<file path="src/rtl/dram_init_pkg.sv">
package dram_init_pkg;

    typedef enum logic [1:0] {
        CMD_NOP = 2'b00,
        CMD_MRS = 2'b01,
        CMD_REF = 2'b10
    } dram_cmd_e;

    typedef enum logic [3:0] {
        ST_WAIT_SUPPLY,
        ST_STABLE,
        ST_MRS,
        ST_MRS_GAP,
        ST_MRS_SETTLE,
        ST_REF,
        ST_REF_GAP,
        ST_ROW_CYCLE,
        ST_READY
    } init_state_e;

    typedef struct packed {
        logic       load;
        logic       mrs_step;
        logic       bank_step;
    } seq_ctrl_t;

    function automatic int unsigned cycles_from_us(input int unsigned us,
                                                   input int unsigned mhz);
        return us * mhz;
    endfunction

    function automatic int unsigned max2(input int unsigned a,
                                         input int unsigned b);
        return (a > b) ? a : b;
    endfunction

    function automatic int unsigned max5(input int unsigned a,
                                         input int unsigned b,
                                         input int unsigned c,
                                         input int unsigned d,
                                         input int unsigned e);
        return max2(max2(max2(a, b), max2(c, d)), e);
    endfunction

endpackage

</file>
<file path="src/rtl/init_interval_timer.sv">
module init_interval_timer #(
    parameter int unsigned W = 8
) (
    input  logic         clk,
    input  logic         rst,
    input  logic         load,
    input  logic [W-1:0] load_val,
    output logic         expired
);
    logic [W-1:0] cnt_q;

    always_ff @(posedge clk) begin
        if (rst) begin
            cnt_q <= '0;
        end else if (load) begin
            cnt_q <= load_val;
        end else if (cnt_q != '0) begin
            cnt_q <= cnt_q - 1'b1;
        end
    end

    assign expired = (cnt_q == '0);

    p_timer_load_r2: assert property (@(posedge clk) disable iff (rst)
        load |=> (cnt_q == $past(load_val)));

endmodule

</file>
<file path="src/rtl/init_event_counter.sv">
module init_event_counter #(
    parameter int unsigned COUNT = 8,
    localparam int unsigned W = (COUNT > 1) ? $clog2(COUNT) : 1
) (
    input  logic         clk,
    input  logic         rst,
    input  logic         step,
    output logic [W-1:0] value,
    output logic         at_last
);
    localparam logic [W-1:0] LAST = W'(COUNT - 1);

    logic [W-1:0] val_q;

    always_ff @(posedge clk) begin
        if (rst) begin
            val_q <= '0;
        end else if (step) begin
            val_q <= (val_q == LAST) ? '0 : val_q + 1'b1;
        end
    end

    assign value   = val_q;
    assign at_last = (val_q == LAST);

    p_count_bounded_r6: assert property (@(posedge clk) disable iff (rst)
        val_q <= LAST);

endmodule

</file>
<file path="src/rtl/init_cmd_driver.sv">
module init_cmd_driver
    import dram_init_pkg::*;
#(
    parameter int unsigned BANK_W = 3,
    parameter int unsigned MODE_W = 18
) (
    input  init_state_e        state,
    input  logic [BANK_W-1:0]  bank_idx,
    input  logic               mrs_is_valid,
    input  logic [MODE_W-1:0]  mode_cfg,
    output dram_cmd_e          cmd,
    output logic [BANK_W-1:0]  bank,
    output logic [MODE_W-1:0]  mode
);
    always_comb begin
        cmd  = CMD_NOP;
        bank = '0;
        mode = '0;
        unique case (state)
            ST_MRS: begin
                cmd = CMD_MRS;
                if (mrs_is_valid) begin
                    mode = mode_cfg;
                end
            end
            ST_REF: begin
                cmd  = CMD_REF;
                bank = bank_idx;
            end
            default: begin
                cmd = CMD_NOP;
            end
        endcase
    end
endmodule

</file>
<file path="src/rtl/dram_powerup_seq.sv">
module dram_powerup_seq
    import dram_init_pkg::*;
#(
    parameter int unsigned CLK_MHZ   = 400,
    parameter int unsigned STABLE_US = 200,
    parameter int unsigned T_MRSC    = 6,
    parameter int unsigned MRS_GAP   = T_MRSC,
    parameter int unsigned REF_GAP   = 2048,
    parameter int unsigned T_RC      = 8,
    parameter int unsigned NUM_BANKS = 8,
    parameter int unsigned MODE_W    = 18,
    localparam int unsigned BANK_W   = (NUM_BANKS > 1) ? $clog2(NUM_BANKS) : 1
) (
    input  logic              clk,
    input  logic              rst,
    input  logic              supply_ok_i,
    input  logic [MODE_W-1:0] mode_cfg_i,
    output logic [1:0]        cmd_o,
    output logic [BANK_W-1:0] bank_o,
    output logic [MODE_W-1:0] mode_o,
    output logic              ready_o
);
    // All gap parameters are start-to-start distances and must be >= 2.
    localparam int unsigned STABLE_CYC = cycles_from_us(STABLE_US, CLK_MHZ);
    localparam int unsigned MRS_COUNT  = 3;
    localparam int unsigned TMR_MAX    = max5(STABLE_CYC, MRS_GAP, T_MRSC, REF_GAP, T_RC);
    localparam int unsigned TMR_W      = $clog2(TMR_MAX + 1);

    localparam logic [TMR_W-1:0] LD_STABLE = TMR_W'(STABLE_CYC - 1);
    localparam logic [TMR_W-1:0] LD_MRS    = TMR_W'(MRS_GAP - 2);
    localparam logic [TMR_W-1:0] LD_SETTLE = TMR_W'(T_MRSC - 2);
    localparam logic [TMR_W-1:0] LD_REF    = TMR_W'(REF_GAP - 2);
    localparam logic [TMR_W-1:0] LD_RC     = TMR_W'(T_RC - 2);

    init_state_e        state_q, state_d;
    seq_ctrl_t          ctrl;
    logic [TMR_W-1:0]   load_val;
    logic               tmr_expired;
    logic [1:0]         mrs_idx;
    logic               mrs_last;
    logic [BANK_W-1:0]  bank_idx;
    logic               bank_last;
    dram_cmd_e          cmd;

    init_interval_timer #(.W(TMR_W)) u_timer (
        .clk      (clk),
        .rst      (rst),
        .load     (ctrl.load),
        .load_val (load_val),
        .expired  (tmr_expired)
    );

    init_event_counter #(.COUNT(MRS_COUNT)) u_mrs_cnt (
        .clk     (clk),
        .rst     (rst),
        .step    (ctrl.mrs_step),
        .value   (mrs_idx),
        .at_last (mrs_last)
    );

    init_event_counter #(.COUNT(NUM_BANKS)) u_bank_cnt (
        .clk     (clk),
        .rst     (rst),
        .step    (ctrl.bank_step),
        .value   (bank_idx),
        .at_last (bank_last)
    );

    always_comb begin
        state_d  = state_q;
        ctrl     = '0;
        load_val = '0;
        unique case (state_q)
            ST_WAIT_SUPPLY: begin
                if (supply_ok_i) begin
                    state_d   = ST_STABLE;
                    ctrl.load = 1'b1;
                    load_val  = LD_STABLE;
                end
            end
            ST_STABLE: begin
                if (tmr_expired) state_d = ST_MRS;
            end
            ST_MRS: begin
                ctrl.mrs_step = 1'b1;
                ctrl.load     = 1'b1;
                if (mrs_last) begin
                    state_d  = ST_MRS_SETTLE;
                    load_val = LD_SETTLE;
                end else begin
                    state_d  = ST_MRS_GAP;
                    load_val = LD_MRS;
                end
            end
            ST_MRS_GAP: begin
                if (tmr_expired) state_d = ST_MRS;
            end
            ST_MRS_SETTLE: begin
                if (tmr_expired) state_d = ST_REF;
            end
            ST_REF: begin
                ctrl.bank_step = 1'b1;
                ctrl.load      = 1'b1;
                if (bank_last) begin
                    state_d  = ST_ROW_CYCLE;
                    load_val = LD_RC;
                end else begin
                    state_d  = ST_REF_GAP;
                    load_val = LD_REF;
                end
            end
            ST_REF_GAP: begin
                if (tmr_expired) state_d = ST_REF;
            end
            ST_ROW_CYCLE: begin
                if (tmr_expired) state_d = ST_READY;
            end
            ST_READY: begin
                state_d = ST_READY;
            end
            default: begin
                state_d = ST_WAIT_SUPPLY;
            end
        endcase
    end

    always_ff @(posedge clk) begin
        if (rst) begin
            state_q <= ST_WAIT_SUPPLY;
        end else begin
            state_q <= state_d;
        end
    end

    init_cmd_driver #(.BANK_W(BANK_W), .MODE_W(MODE_W)) u_drv (
        .state        (state_q),
        .bank_idx     (bank_idx),
        .mrs_is_valid (mrs_last),
        .mode_cfg     (mode_cfg_i),
        .cmd          (cmd),
        .bank         (bank_o),
        .mode         (mode_o)
    );

    assign cmd_o   = cmd;
    assign ready_o = (state_q == ST_READY);

    // Refresh spacing monitor: saturating distance since the last refresh.
    localparam int unsigned SINCE_W = $clog2(REF_GAP + 1);
    localparam logic [SINCE_W-1:0] SINCE_MAX = SINCE_W'(REF_GAP);
    logic [SINCE_W-1:0] since_ref_q;
    logic               seen_ref_q;

    always_ff @(posedge clk) begin
        if (rst) begin
            since_ref_q <= '0;
            seen_ref_q  <= 1'b0;
        end else if (cmd_o == CMD_REF) begin
            since_ref_q <= SINCE_W'(1);
            seen_ref_q  <= 1'b1;
        end else if (since_ref_q < SINCE_MAX) begin
            since_ref_q <= since_ref_q + 1'b1;
        end
    end

    p_idle_wait_r1: assert property (@(posedge clk) disable iff (rst)
        (state_q == ST_WAIT_SUPPLY) |-> (cmd_o == CMD_NOP && !ready_o && mode_o == '0));

    p_mrs_one_cycle_r3: assert property (@(posedge clk) disable iff (rst)
        (cmd_o == CMD_MRS) |=> (cmd_o == CMD_NOP));

    p_mode_only_mrs_r4: assert property (@(posedge clk) disable iff (rst)
        (mode_o != '0) |-> (cmd_o == CMD_MRS));

    p_bank_only_ref_r6: assert property (@(posedge clk) disable iff (rst)
        (cmd_o != CMD_REF) |-> (bank_o == '0));

    p_ref_spacing_r6: assert property (@(posedge clk) disable iff (rst)
        (cmd_o == CMD_REF && seen_ref_q) |-> (since_ref_q >= SINCE_MAX));

    p_ready_hold_r7: assert property (@(posedge clk) disable iff (rst)
        ready_o |=> ready_o);

    p_ready_quiet_r7: assert property (@(posedge clk) disable iff (rst)
        ready_o |-> (cmd_o == CMD_NOP));

    p_cmd_legal_r8: assert property (@(posedge clk) disable iff (rst)
        (cmd_o == CMD_NOP) || (cmd_o == CMD_MRS) || (cmd_o == CMD_REF));

endmodule

</file>
<file path="config.mk">
export PLATFORM = sky130hd
export DESIGN_NAME = dram_powerup_seq
export DESIGN_NICKNAME = d
export VERILOG_FILES = /design/src/rtl/dram_init_pkg.sv /design/src/rtl/init_interval_timer.sv /design/src/rtl/init_event_counter.sv /design/src/rtl/init_cmd_driver.sv /design/src/rtl/dram_powerup_seq.sv
export SDC_FILE = /design/constraint.sdc
export NUM_CORES = 1
export LEC_CHECK = 0
export ABC_AREA = 1
export BUFFER_PORTS_ARGS = -buffer_cell sky130_fd_sc_hd__buf_4
export CORE_MARGIN = 2
export CORE_UTILIZATION = 50
export DETAILED_ROUTE_END_ITERATION = 8
export GPL_ROUTABILITY_DRIVEN = 1
export GPL_TIMING_DRIVEN = 0
export PLACE_DENSITY = 0.84
export SLEW_MARGIN = 20
export SYNTH_ARGS = -nofsm -noshare
export SYNTH_HDL_FRONTEND = slang
export SYNTH_SLANG_ARGS = --single-unit
</file>
<file path="constraint.sdc">
create_clock -name clk -period 1.8 [get_ports clk]
set_input_delay 0.18 -clock clk [delete_from_list [all_inputs] [get_ports clk]]
set_output_delay 0.18 -clock clk [all_outputs]
set_load 0.01 [all_outputs]
</file>
# Yosys cells after proc, flatten, opt, wreduce, memory -nomap -nowiden

Index checks and enable logic that the tools add are counted.

Bits in registers: 26
Input bits: 21
Output and inout bits: 24
Word-level logic and storage cells: 51

Add/subtract/negate cells: 3
Equal/unequal tests: 14
Mux-type cells: 22
Reduce and logical (&&, ||, !) cells: 8

Operator list:

| cell                  | count |
|---|---|
| $mux 17               | 3 |
| $pmux 17 s3           | 1 |
| $mux 18               | 2 |
| $pmux 4 s7            | 1 |
| $logic_not 17->1      | 1 |
| $reduce_bool 17->1    | 1 |
| $sub 17x1->17 const B | 1 |
| $eq 4x3->1 const B    | 4 |
| $mux 4                | 4 |
| $mux 11               | 1 |
| $mux 3                | 3 |
| $eq 4x2->1 const B    | 2 |
| $reduce_or 2->1       | 3 |
| $eq 4x1->1 const B    | 1 |
| $eq 4x4->1 const B    | 1 |
| $logic_not 4->1       | 1 |
| $mux 1                | 4 |
| $ne 2x1->1 const B    | 2 |
| $ne 2x2->1 const B    | 2 |
| $pmux 2 s2            | 1 |
| $reduce_and 4->1      | 1 |
| $add 3x1->3 const B   | 1 |
| $eq 3x3->1 const B    | 1 |
| $add 2x1->2 const B   | 1 |
| other kinds (4)       | 4 |

# Logic depth before layout (Yosys ltp)

Gate-level depths: netlist (run 1).

Depth after elaboration: 4
Depth in mapped cells: 10
Mapped depth without buffers: 10

# By module

Synthesis (run 1) repeated with hierarchy kept, for this count alone.

Cells, all modules: 344
Area, all modules: 2,057.0 um2

By module, submodules not included:

| module                          | instances | cells an instance | area an instance (um2) |
|---|---|---|---|
| init_interval_timer             | 1         | 188               | 1,177.4 |
| dram_powerup_seq                | 1         | 69                | 384.1 |
| init_cmd_driver                 | 1         | 55                | 256.5 |
| init_event_counter (u_bank_cnt) | 1         | 19                | 145.1 |
| init_event_counter (u_mrs_cnt)  | 1         | 13                | 93.8 |

# Worst setup path after synthesis (run 1)

No wires, ideal clock.

Path type: reg-to-reg
From: register u_timer.cnt_q[0]
To: register state_q[0]
Arrival: 1.236 ns
Required time: 1.685 ns
Setup slack: 0.448 ns
Cell stages (with the launch flop): 10
Buffers on the path: 0
Period minus slack after synthesis: 1.352 ns
Path through: dfxtp_1 -> inv_1 -> ha_1 -> nand2_2 -> nor2_8 -> nand4_4 -> nand2_2 -> nand3_1 -> nand2_1 -> nor2_1

Word-level cells in the longest chain between the ends: 3
Elaborated cells between the ends (all ways): 5

Ends and longest elaborated chain:

| what                                                      | line                      | RTL |
|---|---|---|
| from (decl)                                               | init_interval_timer.sv:10 | `logic [W-1:0] cnt_q;` |
| from (signal assigned)                                    | init_interval_timer.sv:16 | `cnt_q <= load_val;` |
| from (signal assigned)                                    | init_interval_timer.sv:18 | `cnt_q <= cnt_q - 1'b1;` |
| $logic_not 17->1 (*)                                      | init_interval_timer.sv:22 | `assign expired = (cnt_q == '0);` |
| $ne 2x2->1 (no source line) or $ne 2x1->1 (tied branches) | -                         |  |
| $reduce_and 4->1 (no source line) (*)                     | -                         |  |
| to (signal assigned)                                      | dram_powerup_seq.sv:131   | `state_q <= state_d;` |
| to (decl)                                                 | dram_powerup_seq.sv:35    | `init_state_e state_q, state_d;` |

Every way passes the cells marked *; elsewhere a longest branch is shown, timed or not.
A chain may end at the register's enable or synchronous reset.

# Worst setup path in the final report (run 1)

From: register state_q[3]
To: output mode_o[10]

Word-level cells in the longest chain between the ends: 2

Ends and longest elaborated chain:

| what       | line                   | RTL |
|---|---|---|
| $eq 4x2->1 | init_cmd_driver.sv:19  | `unique case (state)` |
| $mux 18    | init_cmd_driver.sv:19  |  |
| to (decl)  | dram_powerup_seq.sv:20 | `output logic [MODE_W-1:0] mode_o,` |

Every way passes these cells.

==> summary.md, run 1 <==
| Metric | Value |
|---|---|
| Placeable Area | `3390 µm²` |
| Status | `finished clean` |
| CP Max Fanout | `5` |
| WL/cell | `11.0 µm` |
| Async SR Flop Fraction | `0%` |
| # DRC | `0` |
| Hold wc startpoint | `rst` |
| Initial antenna violation count | `0` |
| CP Class | `reg2out` |
| Lkg Pwr | `0.00114 µW` |
| DRT iter0 DRCs | `114` |
| Met3 wire length | `approximately 260 µm` |
| H-Tree Level Count | `1` |
| Synth top area share | `29.2%` |
| Total number of vias | `1868` |
| Slew Viols, Final | `0` |
| Simple-gate share of the synthesized area | `roughly 45%` |
| Clock root buffer | `clkbuf_4` |
| Adder-cell share of the synthesized area | `2.11%` |
| Largest family of logic cells by synthesized area | `simple AND/OR/NAND/NOR gates` |
| VDD IR-drop max | `1.03 mV` |
| Final nets | `354` |
| RSZ-0062 raised after global routing | `false` |
| Most common cell in the netlist | `nand2_1` |
| Final GP Congestion | `just under 0.9` |
| Area grow syn2layout | `26.7%` |
| Crit end category | `primary output` |
| PortBufs | `44` |
| CTS tree | `built` |
| Sequential area share after synthesis | `29.2%` |
| Skew-Pair Late Insertion Delay | `about 0.35 ns` |
| Critical Path Start | `state_q[3]$_SDFFE_PP0P_` |
| Clock Sinks | `26` |
| Post-synth EDFFs | `0` |
| Clock slew at reported path FFs | `0.17 ns` |
| Overall routing resource usage | `21.7%` |
| Routed vias/inst | `4.98` |
| Synth Area in Compound Gates | `approximately an eighth` |
| Layout cells sized above 1 | `a little over a quarter` |
| Met2 wire length | `approximately 2.0 mm` |
| Wl on met1 | `1.84 mm` |
| Die Ht | `63.7 µm` |
| Synth Instances | `279` |
| Critical path required time | `1.62 ns` |
| Worst Setup Start Kind | `flip-flop` |
| Final setup viols | `0` |
| Place WS | `0.247 ns` |
| Post-synthesis area per instance | `around 6.4 µm²` |
| Die area | `4060 µm²` |
| Initial core utilization | `52.6%` |
| Synth top area cells | `dfxtp_1, nand2_1, nor2_1` |
| Top_reg_cell synth | `dfxtp_1` |
| Bufs on Longest Clock Path | `2` |
| Pwr dens | `1650 nW/µm²` |
| I/O pins | `45` |
| Period utilisation layout | `between 90% and 100%` |
| Die width | `63.7 µm` |
| Uppermost layer routed | `met4` |
| TritonRoute pass-1 iters | `6` |
| Post-DP HPWL | `3.18 mm` |
| Synth warnings | `0` |
| Tmin final | `roughly 1.7 ns` |
| Yosys cell types | `35` |
| FF-to-FF Start | `u_timer.cnt_q[0]$_SDFFE_PP0P_` |
| Crit path DAT | `1.50 ns` |
| Global route overflow | `0` |
| Final Skew | `0.0251 ns` |
| Post-Syn Nets | `between 300 and 400` |
| Mapped cell area | `approximately 1800 µm²` |
| Largest net degree at the start of global routing | `16` |
| Fill cell count | `around 300` |
| Max Clock Freq | `approximately 590 MHz` |
| Synth Area in XOR/XNOR | `1.96%` |
| Max-cap violation count | `0` |
| Fin worst setup slack | `0.116 ns` |
| Mux cell area share after synthesis | `0%` |
| HP Class | `in2reg` |
| ANT cells | `0` |
| Yosys top cell by area | `dfxtp_1` |
| Num rows | `21` |
| Slew headroom | `roughly 64%` |
| TritonCTS buffer count | `3` |
| Final hold viol count | `0` |
| First-pass GRT wire length | `~7.3 mm` |
| Vias in the first global route | `1785` |
| Most frequent cells after synthesis | `nand2_1, nor2_1, inv_1` |
| Antenna-violating nets left | `0` |
| Synth Register Bits | `26` |
| Slew @ Worst Pin | `0.545 ns` |
| Setup_tns | `0 ns` |
| WL final | `between 4 and 5 mm` |
[final cells by class]
cell class                      count  area [µm²]  share of cell area (%)
Sequential cell                    26         524                    23.2
Clock inverter                      1        30.0                    1.33
Timing Repair Buffer               47         353                    15.6
Multi-Input combinational cell    209        1090                    48.1
Clock buffer                        3        22.5                   0.997
Tap cell                           46        57.6                    2.55
Buffer                              5        41.3                    1.83
Inverter                           38         143                    6.32
[worst max-delay path: stages, from the launching register on]
cell and delay (ns):
dfxtp_2 0.37, nor2_2 0.13, nand3_2 0.11, inv_1 0.20
nand2_2 0.09, nor2_1 0.12, buf_4 0.14
[through the flow]
step,cells,hold slack (ns),util (%),total power [µW],instance area [µm²]
2_1_floorplan,279,0.253,-,2820,1780
3_3_place_gp,369,0.413,64.0,3200,2170
3_5_place_dp,369,0.412,64.0,3270,2170
4_1_cts,374,0.0205,66.1,3720,2240
5_1_grt,375,0.0235,66.6,4150,2260
6_report,375,0.0318,66.6,3740,2260
[cell usage in the layout, fill, tap and decap left out, types with 3 or more instances in the layout]
| cell type | n |
|---|---|
| o21ai_0 | 6 |
| a21oi_1 | 15 |
| nor3_1 | 3 |
| nand3_1 | 22 |
| dfxtp_2 | 3 |
| nor2_2 | 5 |
| inv_2 | 4 |
| nor2_1 | 58 |
| xor2_1 | 3 |
| nand2_2 | 5 |
| ha_1 | 3 |
| dfxtp_1 | 23 |
| clkbuf_4 | 4 |
| buf_4 | 48 |
| nor2_4 | 3 |
| inv_1 | 34 |
| nand2_1 | 61 |
[power breakdown]
part	leakage, µW	internal [µW]	switching (µW)	total (µW)
sequential	0.000215	791	186	977
combinational	0.000901	871	1470	2340
clock	0.0000279	226	192	418
total	0.00114	1890	1850	3740
[routing by layer]
layer	track usage, %	up-vias
li1	-	975
met1	26.7	824
met2	40.0	67
met3	4.11	2
met4	2.45	0
met5	0	-
[sequential cells by signal, summed over array words and instances (netlist names)]
| register | cells |
|---|---|
| u_mrs_cnt.value | 2 |
| u_timer.cnt_q | 17 |
| u_bank_cnt.value | 3 |
| state_q | 4 |
[final timing paths]
check	to	slack [ns]	cells past startpoint
hold / removal	u_timer.cnt_q[14]$_SDFFE_PP0P_	0.03	2
setup / recovery	mode_o[10]	0.12	6
setup reg to reg	u_timer.cnt_q[0]$_SDFFE_PP0P_	0.28	7
hold reg to reg	u_timer.cnt_q[1]$_SDFFE_PP0P_	0.47	2
[cell families (layout without fill, tap and decap cells)]
logic type,after synthesis,in the layout
AOI/OAI and AO/OA,34,34
xor gates and xnor gates,4,4
buffers and inverters,44,94
and+or+nand+nor,168,168
DFF,26,26
adders and majority gates,3,3
[timing repair]
action	4_1_cts	5_1_grt
gates resized for setup	5	4
pin swaps	1	1
setup buffers	1	2
endpoints found under the setup margin	10	13
hold buffers	0	0
(Power assumes the default switching activity.)
==> run 2: changes to the inputs <==
Settings changed: GPL_TIMING_DRIVEN 0 to unset.
Clock period 1.8 ns to 1.6 ns, I/O delays scaled along.
==> run 2 against run 1 <==
  * Total power grew 27%
  * Sequential power grew 17%
  * Worst hold slack gained 0.088 ns
  * The flow now finishes with violations (setup timing)
  * Non-clock buffer count grew 6
  * Global-route usage grew 1.2 points
  * Sequential share of layout area shrank 2.2 points
  * Clock power grew 8.9%
  * Final cell count grew 1.9%
  * Register-to-register slack lost 0.18 ns
  * Clock skew shrank 0.015 ns
  * Core utilization grew 8.4 points
  * Critical path type unchanged
==> summary.md, run 2 (synthesis results as in run 1) <==
| Metric | Value |
|---|---|
| Fill cell count | `246 (-19%)` |
| Lkg Pwr | `0.00122 µW (+6.8%)` |
| Sw Pwr | `2390 µW (+29%)` |
| Clock power frac | `9.6% (-1.6 points)` |
| Largest Register | `u_timer.cnt_q` |
| Max FFs per register | `17 (unchanged)` |
| WHS | `0.120 ns (+0.0885 ns)` |
| Placeable Area | `3390 µm² (unchanged)` |
| RSZ-0062 raised after global routing | `true` |
| HP Class | `in2reg` |
| I/O pins | `45 (unchanged)` |
| Final GP Congestion | `0.944 (+7.9%)` |
| Vias in the first global route | `1820 (+2.0%)` |
| Clock slew at reported path FFs | `0.15 ns (-0.02 ns)` |
| Num rows | `21 (unchanged)` |
| Clock root buffer | `clkbuf_4` |
| Final Skew | `0.0106 ns (-0.0145 ns)` |
| Slew Viols, Final | `0 (unchanged)` |
| Die Ht | `63.7 µm (unchanged)` |
| Slew headroom | `79.5% (+16 points)` |
| Pwr dens | `1860 nW/µm² (+13%)` |
| Status | `complete, but fails checks` |
| Tmin final | `1.61 ns` |
| Overall routing resource usage | `22.9% (+1.2 points)` |
| Hold depth | `2 (unchanged)` |
| Antenna-violating nets left | `0 (unchanged)` |
| Crit end category | `primary output` |
| Reg power frac | `24.1% (-2.0 points)` |
| Layout cells sized above 1 | `36.6% (+10 points)` |
| # DRC | `0 (unchanged)` |
| FF-to-FF Start | `state_q[0]$_SDFFE_PP0P_` |
| Post-DP HPWL | `3.24 mm (+1.9%)` |
| Clock Sinks | `26 (unchanged)` |
| Routed vias/inst | `5.26 (+5.6%)` |
| Sw frac | `50.4% (+0.86 points)` |
| CP Max Fanout | `9 (+4)` |
| Critical path required time | `1.44 ns (-0.18 ns)` |
| Bufs on Longest Clock Path | `2 (unchanged)` |
| Die area | `4060 µm² (unchanged)` |
| Global route overflow | `0 (unchanged)` |
| Worst path slowest cell | `dfxtp_4` |
| Period utilisation layout | `100%` |
| PortBufs | `44 (unchanged)` |
| Internal power | `2350 µW (+25%)` |
| Comb pwr share | `66.3% (+3.6 points)` |
| Initial core utilization | `52.6% (unchanged)` |
| Area grow syn2layout | `42.6%` |
| ANT cells | `0 (unchanged)` |
| TritonCTS buffer count | `3 (unchanged)` |
| VDD IR-drop max | `0.803 mV (-22%)` |
| Crit path DAT | `1.45 ns (-0.05 ns)` |
| Worst Setup Start Kind | `flip-flop` |
| Die width | `63.7 µm (unchanged)` |
| Util after Layout | `75.0% (+8.4 points)` |
| Final setup viols | `2 (+2)` |
| Initial antenna violation count | `0 (unchanged)` |
| Reg2Reg Depth | `8 (+1)` |
| Skew-Pair Late Insertion Delay | `0.33 ns (-0.02 ns)` |
| First-pass GRT wire length | `7.57 mm (+3.6%)` |
| Fin worst setup slack | `-0.00747 ns (-0.124 ns)` |
| TritonRoute pass-1 iters | `4 (-2)` |
| CTS tree | `built` |
| Hold Path End | `u_timer.cnt_q[5]$_SDFFE_PP0P_` |
| Max-cap violation count | `0 (unchanged)` |
| Hold buffer count at CTS | `0 (unchanged)` |
| Worst-path cell chain | `nor2_4 -> nand3_4 -> clkbuf_16 -> nor2_2 -> buf_4` |
| Final hold viol count | `0 (unchanged)` |
| FF-to-FF End | `u_timer.cnt_q[10]$_SDFFE_PP0P_` |
| Total number of vias | `2010 (+7.6%)` |
| Slowest cell delay on critical path | `0.39 ns (+0.02 ns)` |
| DRT iter0 DRCs | `135 (+18%)` |
| CP Class | `reg2out` |
| Largest net degree at the start of global routing | `20 (+4)` |
| Most frequent cells in the layout | `nand2_1, buf_4, nor2_1, inv_1, nand3_1` |
| Slew @ Worst Pin | `0.305 ns (-0.240 ns)` |
| R2R setup slack | `0.10 ns (-0.18 ns)` |
| WL/cell | `13.6 µm (+23%)` |
| WL final | `5.19 mm (+25%)` |
| H-Tree Level Count | `1 (unchanged)` |
| Hold wc startpoint | `rst` |
| Violated checks | `setup timing` |
| Max Clock Freq | `622 MHz` |
| Most common cell after layout, fill and taps aside | `nand2_1` |
| Final nets | `361 (+2.0%)` |
[run 2: how the worst max path moves through the flow]
stage | depth (start not counted) | start | slack [ns] | endpoint
floorplan | 9 | u_timer.cnt_q[0]$_SDFFE_PP0P_ | 0.25 | state_q[0]$_SDFFE_PP0P_
global placement | 9 | u_timer.cnt_q[0]$_SDFFE_PP0P_ | 0.12 | state_q[0]$_SDFFE_PP0P_
detailed placement | 7 | u_timer.cnt_q[0]$_SDFFE_PP0P_ | 0.08 | u_timer.cnt_q[10]$_SDFFE_PP0P_
CTS | 5 | state_q[0]$_SDFFE_PP0P_ | 0.001 | bank_o[0]
global route | 6 | u_mrs_cnt.value[1]$_SDFFE_PP0P_ | -0.08 | mode_o[8]
finish | 5 | state_q[3]$_SDFFE_PP0P_ | -0.007 | mode_o[3]
[run 2: area by class of cell]
cell class | count | area (µm²) | area share, %
flip-flops and latches | 26 | 534 | 21.0
inverters | 38 | 143 | 5.61
multi-input cells | 210 | 1230 | 48.4
clock buffers | 3 | 22.5 | 0.886
repair buffers | 58 | 524 | 20.6
clock inverters | 1 | 30.0 | 1.18
well taps | 46 | 57.6 | 2.26
[run 2: worst max-delay path, delay by kind of cell (launching register included)]
kind / cells / cell delay (ns)
flops: 1 / 0.39
buf+inv: 2 / 0.35
simple gates: 3 / 0.39
[run 2: per-stage QoR]
| step | setup TNS (ns) | cell area (µm²) | total power [µW] | worst slack [ns] | instances |
|---|---|---|---|---|---|
| finish | -0.0120 | 2540 | 4740 | -0.00747 | 382 |
| global route | -0.880 | 2540 | 5170 | -0.0791 | 382 |
| CTS | 0 | 2230 | 4180 | 0.00110 | 371 |
| detailed placement | 0 | 2150 | 3660 | 0.0822 | 366 |
| global placement | 0 | 2150 | 3610 | 0.122 | 366 |
| floorplan | 0 | 1780 | 3170 | 0.248 | 279 |
[run 2: what timing repair did]
item | 4_1_cts | 5_1_grt
pin swaps | 0 | 5
buffers inserted | 1 | 6
resized for setup | 6 | 61
cloned | 0 | 5
setup endpoints to repair | 18 | 42
[run 2: power groups by stage]
stage          Clock (µW)  Sequential, µW  Combinational (µW)
2_1_floorplan           0            1060                2110
3_3_place_gp            0            1100                2510
3_5_place_dp            0            1110                2550
4_1_cts               460            1110                2610
5_1_grt               492            1180                3500
6_report              455            1140                3140
[run 2: routing by layer]
layer  up-vias  share of wire, %  track usage [%]
met2       100                52             42.0
met5         -                 0                0
li1        992                 -                -
met4         0               3.6             8.15
met1       898                37             26.5
met3        20               7.4             3.93
==> run 3: changes to the inputs <==
Settings changed: CAP_MARGIN set to 20.
Clock period 1.6 ns to 2 ns, I/O delays scaled along.
==> run 3 against run 2 <==
  * Combinational power shrank 36%
  * Flip-flop and latch count is the same
  * Clock-buffer cell count grew 1
  * Clock skew grew 0.0010 ns
  * Worst hold slack gained 0.029 ns
  * Final cell count shrank 3.4%
  * Die area is the same
  * Highest routed layer unchanged
  * Total power shrank 33%
  * Core utilization shrank 11 points
  * The flow now finishes without violations
  * Clock power shrank 39%
  * Global-route usage shrank 1.5 points
  * Critical endpoint is now mode_o[10]
  * Worst setup slack gained 0.17 ns
==> summary.md, run 3 (synthesis results as in run 1) <==
| Metric | Value |
|---|---|
| Status | `finished clean` |
| Initial antenna violation count | `0 (unchanged)` |
| WL/cell | `11.2 µm (-17%)` |
| Crit end category | `primary output` |
| Worst path bufs/invs | `2 (unchanged)` |
| Largest net degree at the start of global routing | `20 (unchanged)` |
| Slew headroom | `80.0% (+0.45 points)` |
| CP Class | `reg2out` |
| Slowest cell delay on critical path | `0.38 ns (about the same)` |
| Util after Layout | `64.4% (-11 points)` |
| Worst path slowest cell | `dfxtp_1` |
| Setup_tns | `0 ns (+0.0120 ns)` |
| Overall routing resource usage | `21.4% (-1.5 points)` |
| Pwr dens | `1460 nW/µm² (-22%)` |
| Critical path required time | `1.80 ns (+0.36 ns)` |
| Layout cells sized above 1 | `24.1% (-12 points)` |
| H-Tree Level Count | `1 (unchanged)` |
| Placeable Area | `3390 µm² (unchanged)` |
| Antenna-violating nets left | `0 (unchanged)` |
| Final nets | `348 (-3.6%)` |
| Fill cell count | `310 (+26%)` |
| CP Max Fanout | `5 (-4)` |
| Most common cell after layout, fill and taps aside | `nand2_1` |
| First-pass GRT wire length | `7.03 mm (-7.1%)` |
| Max-cap violation count | `0 (unchanged)` |
| DP Cell Count | `365 (-0.27%)` |
| TritonCTS buffer count | `3 (unchanged)` |
| Worst-path cell chain | `nor2_2 -> nand3_2 -> inv_1 -> nand2_2 -> nor2_1 -> buf_4` |
| Clock Sinks | `26 (unchanged)` |
| Worst Setup Start Kind | `flip-flop` |
| Hold buffer count at CTS | `0 (unchanged)` |
| Post-DP Area | `2150 µm² (-0.35%)` |
| Final setup viols | `0 (-2)` |
| Cell family with most CP delay | `simple AND/OR/NAND/NOR gates` |
| HP Class | `in2reg` |
| Slew @ Worst Pin | `0.299 ns (-0.00549 ns)` |
| Die Ht | `63.7 µm (unchanged)` |
| I/O pins | `45 (unchanged)` |
| TritonRoute pass-1 iters | `4 (unchanged)` |
| Final GP Congestion | `0.878 (-7.0%)` |
| Final hold viol count | `0 (unchanged)` |
| Initial core utilization | `52.6% (unchanged)` |
| Largest Register | `u_timer.cnt_q` |
| PortBufs | `44 (unchanged)` |
| FF-to-FF Start | `state_q[0]$_SDFFE_PP0P_` |
| Clock root buffer | `clkbuf_4` |
| Most frequent cells in the layout | `nand2_1, nor2_1, buf_4, inv_1, dfxtp_1` |
| Period utilisation layout | `between 90 and 100%` |
| Max Clock Freq | `between 500 and 600 MHz` |
| Hold wc startpoint | `rst` |
| # resized after CTS | `0 (-6)` |
| CTS tree | `built` |
| VDD IR-drop max | `0.579 mV (-28%)` |
| Die area | `4060 µm² (unchanged)` |
| ANT cells | `0 (unchanged)` |
| RSZ-0062 raised after global routing | `false` |
| Area grow syn2layout | `22.4%` |
| DRT iter0 DRCs | `72 (-47%)` |
| Bufs on Longest Clock Path | `2 (unchanged)` |
| Tmin final | `1.84 ns` |
| Critical Path Start | `state_q[2]$_SDFFE_PP0P_` |
| Max FFs per register | `17 (unchanged)` |
| Lkg Pwr | `0.00111 µW (-9.1%)` |
| Num rows | `21 (unchanged)` |
| Slew Viols, Final | `0 (unchanged)` |
| Die width | `63.7 µm (unchanged)` |
| Final Cell Area | `2180 µm² (-14%)` |
| WL final | `4.15 mm (-20%)` |
| Total number of vias | `1835 (-8.7%)` |
| Clock slew at reported path FFs | `0.15 ns (about the same)` |
| Vias in the first global route | `1754 (-3.6%)` |
| Fin cells | `369 (-3.4%)` |
| Final Skew | `0.0116 ns (+0.00105 ns)` |
| Post-CTS setup buffer count | `0 (-1)` |
| # DRC | `0 (unchanged)` |
| R2R setup slack | `0.44 ns (+0.34 ns)` |
| Routed vias/inst | `4.97 (-5.5%)` |
| Crit path DAT | `1.64 ns (+0.19 ns)` |
| Post-DP HPWL | `3.27 mm (+0.81%)` |
| Skew-Pair Late Insertion Delay | `0.34 ns (about the same)` |
| Global route overflow | `0 (unchanged)` |
-- run 3: final cells by class --
class / instances / area, µm² / area share [%]
timing repair buffer: 46 / 345 / 15.8
sequential: 26 / 520 / 23.9
multi-input combinational: 209 / 1080 / 49.5
tap: 46 / 57.6 / 2.64
clock buffer: 4 / 36.3 / 1.66
inverter: 38 / 143 / 6.54
-- run 3: path summary, 6_finish.rpt --
kind,endpoint,cells past startpoint
worst max-delay path,mode_o[10],6
worst min-delay path,u_timer.cnt_q[16]$_SDFFE_PP0P_,2
worst max register to register,u_timer.cnt_q[1]$_SDFFE_PP0P_,8
worst min register to register,u_timer.cnt_q[1]$_SDFFE_PP0P_,2
-- run 3: metrics by stage --
step           hold WS [ns]  total power (µW)  setup WS [ns]
4_1_cts               0.150              3190          0.162
3_5_place_dp          0.464              2910          0.465
2_1_floorplan         0.273              2540          0.644
3_3_place_gp          0.454              2860          0.501
5_1_grt               0.161              3520         0.0319
6_report              0.149              3180          0.160
-- run 3: where the power goes --
group,switching (µW),internal (µW),leakage (µW)
combinational,1290,722,0.000875
sequential,177,707,0.000214
clock,165,112,0.0000210
total,1640,1540,0.00111
-- run 3: metal layers --
metal	global-route usage (%)	wire length, µm
met4	8.15	51
met1	23.7	1750
met2	40.8	2140
met5	0	0
met3	3.04	200
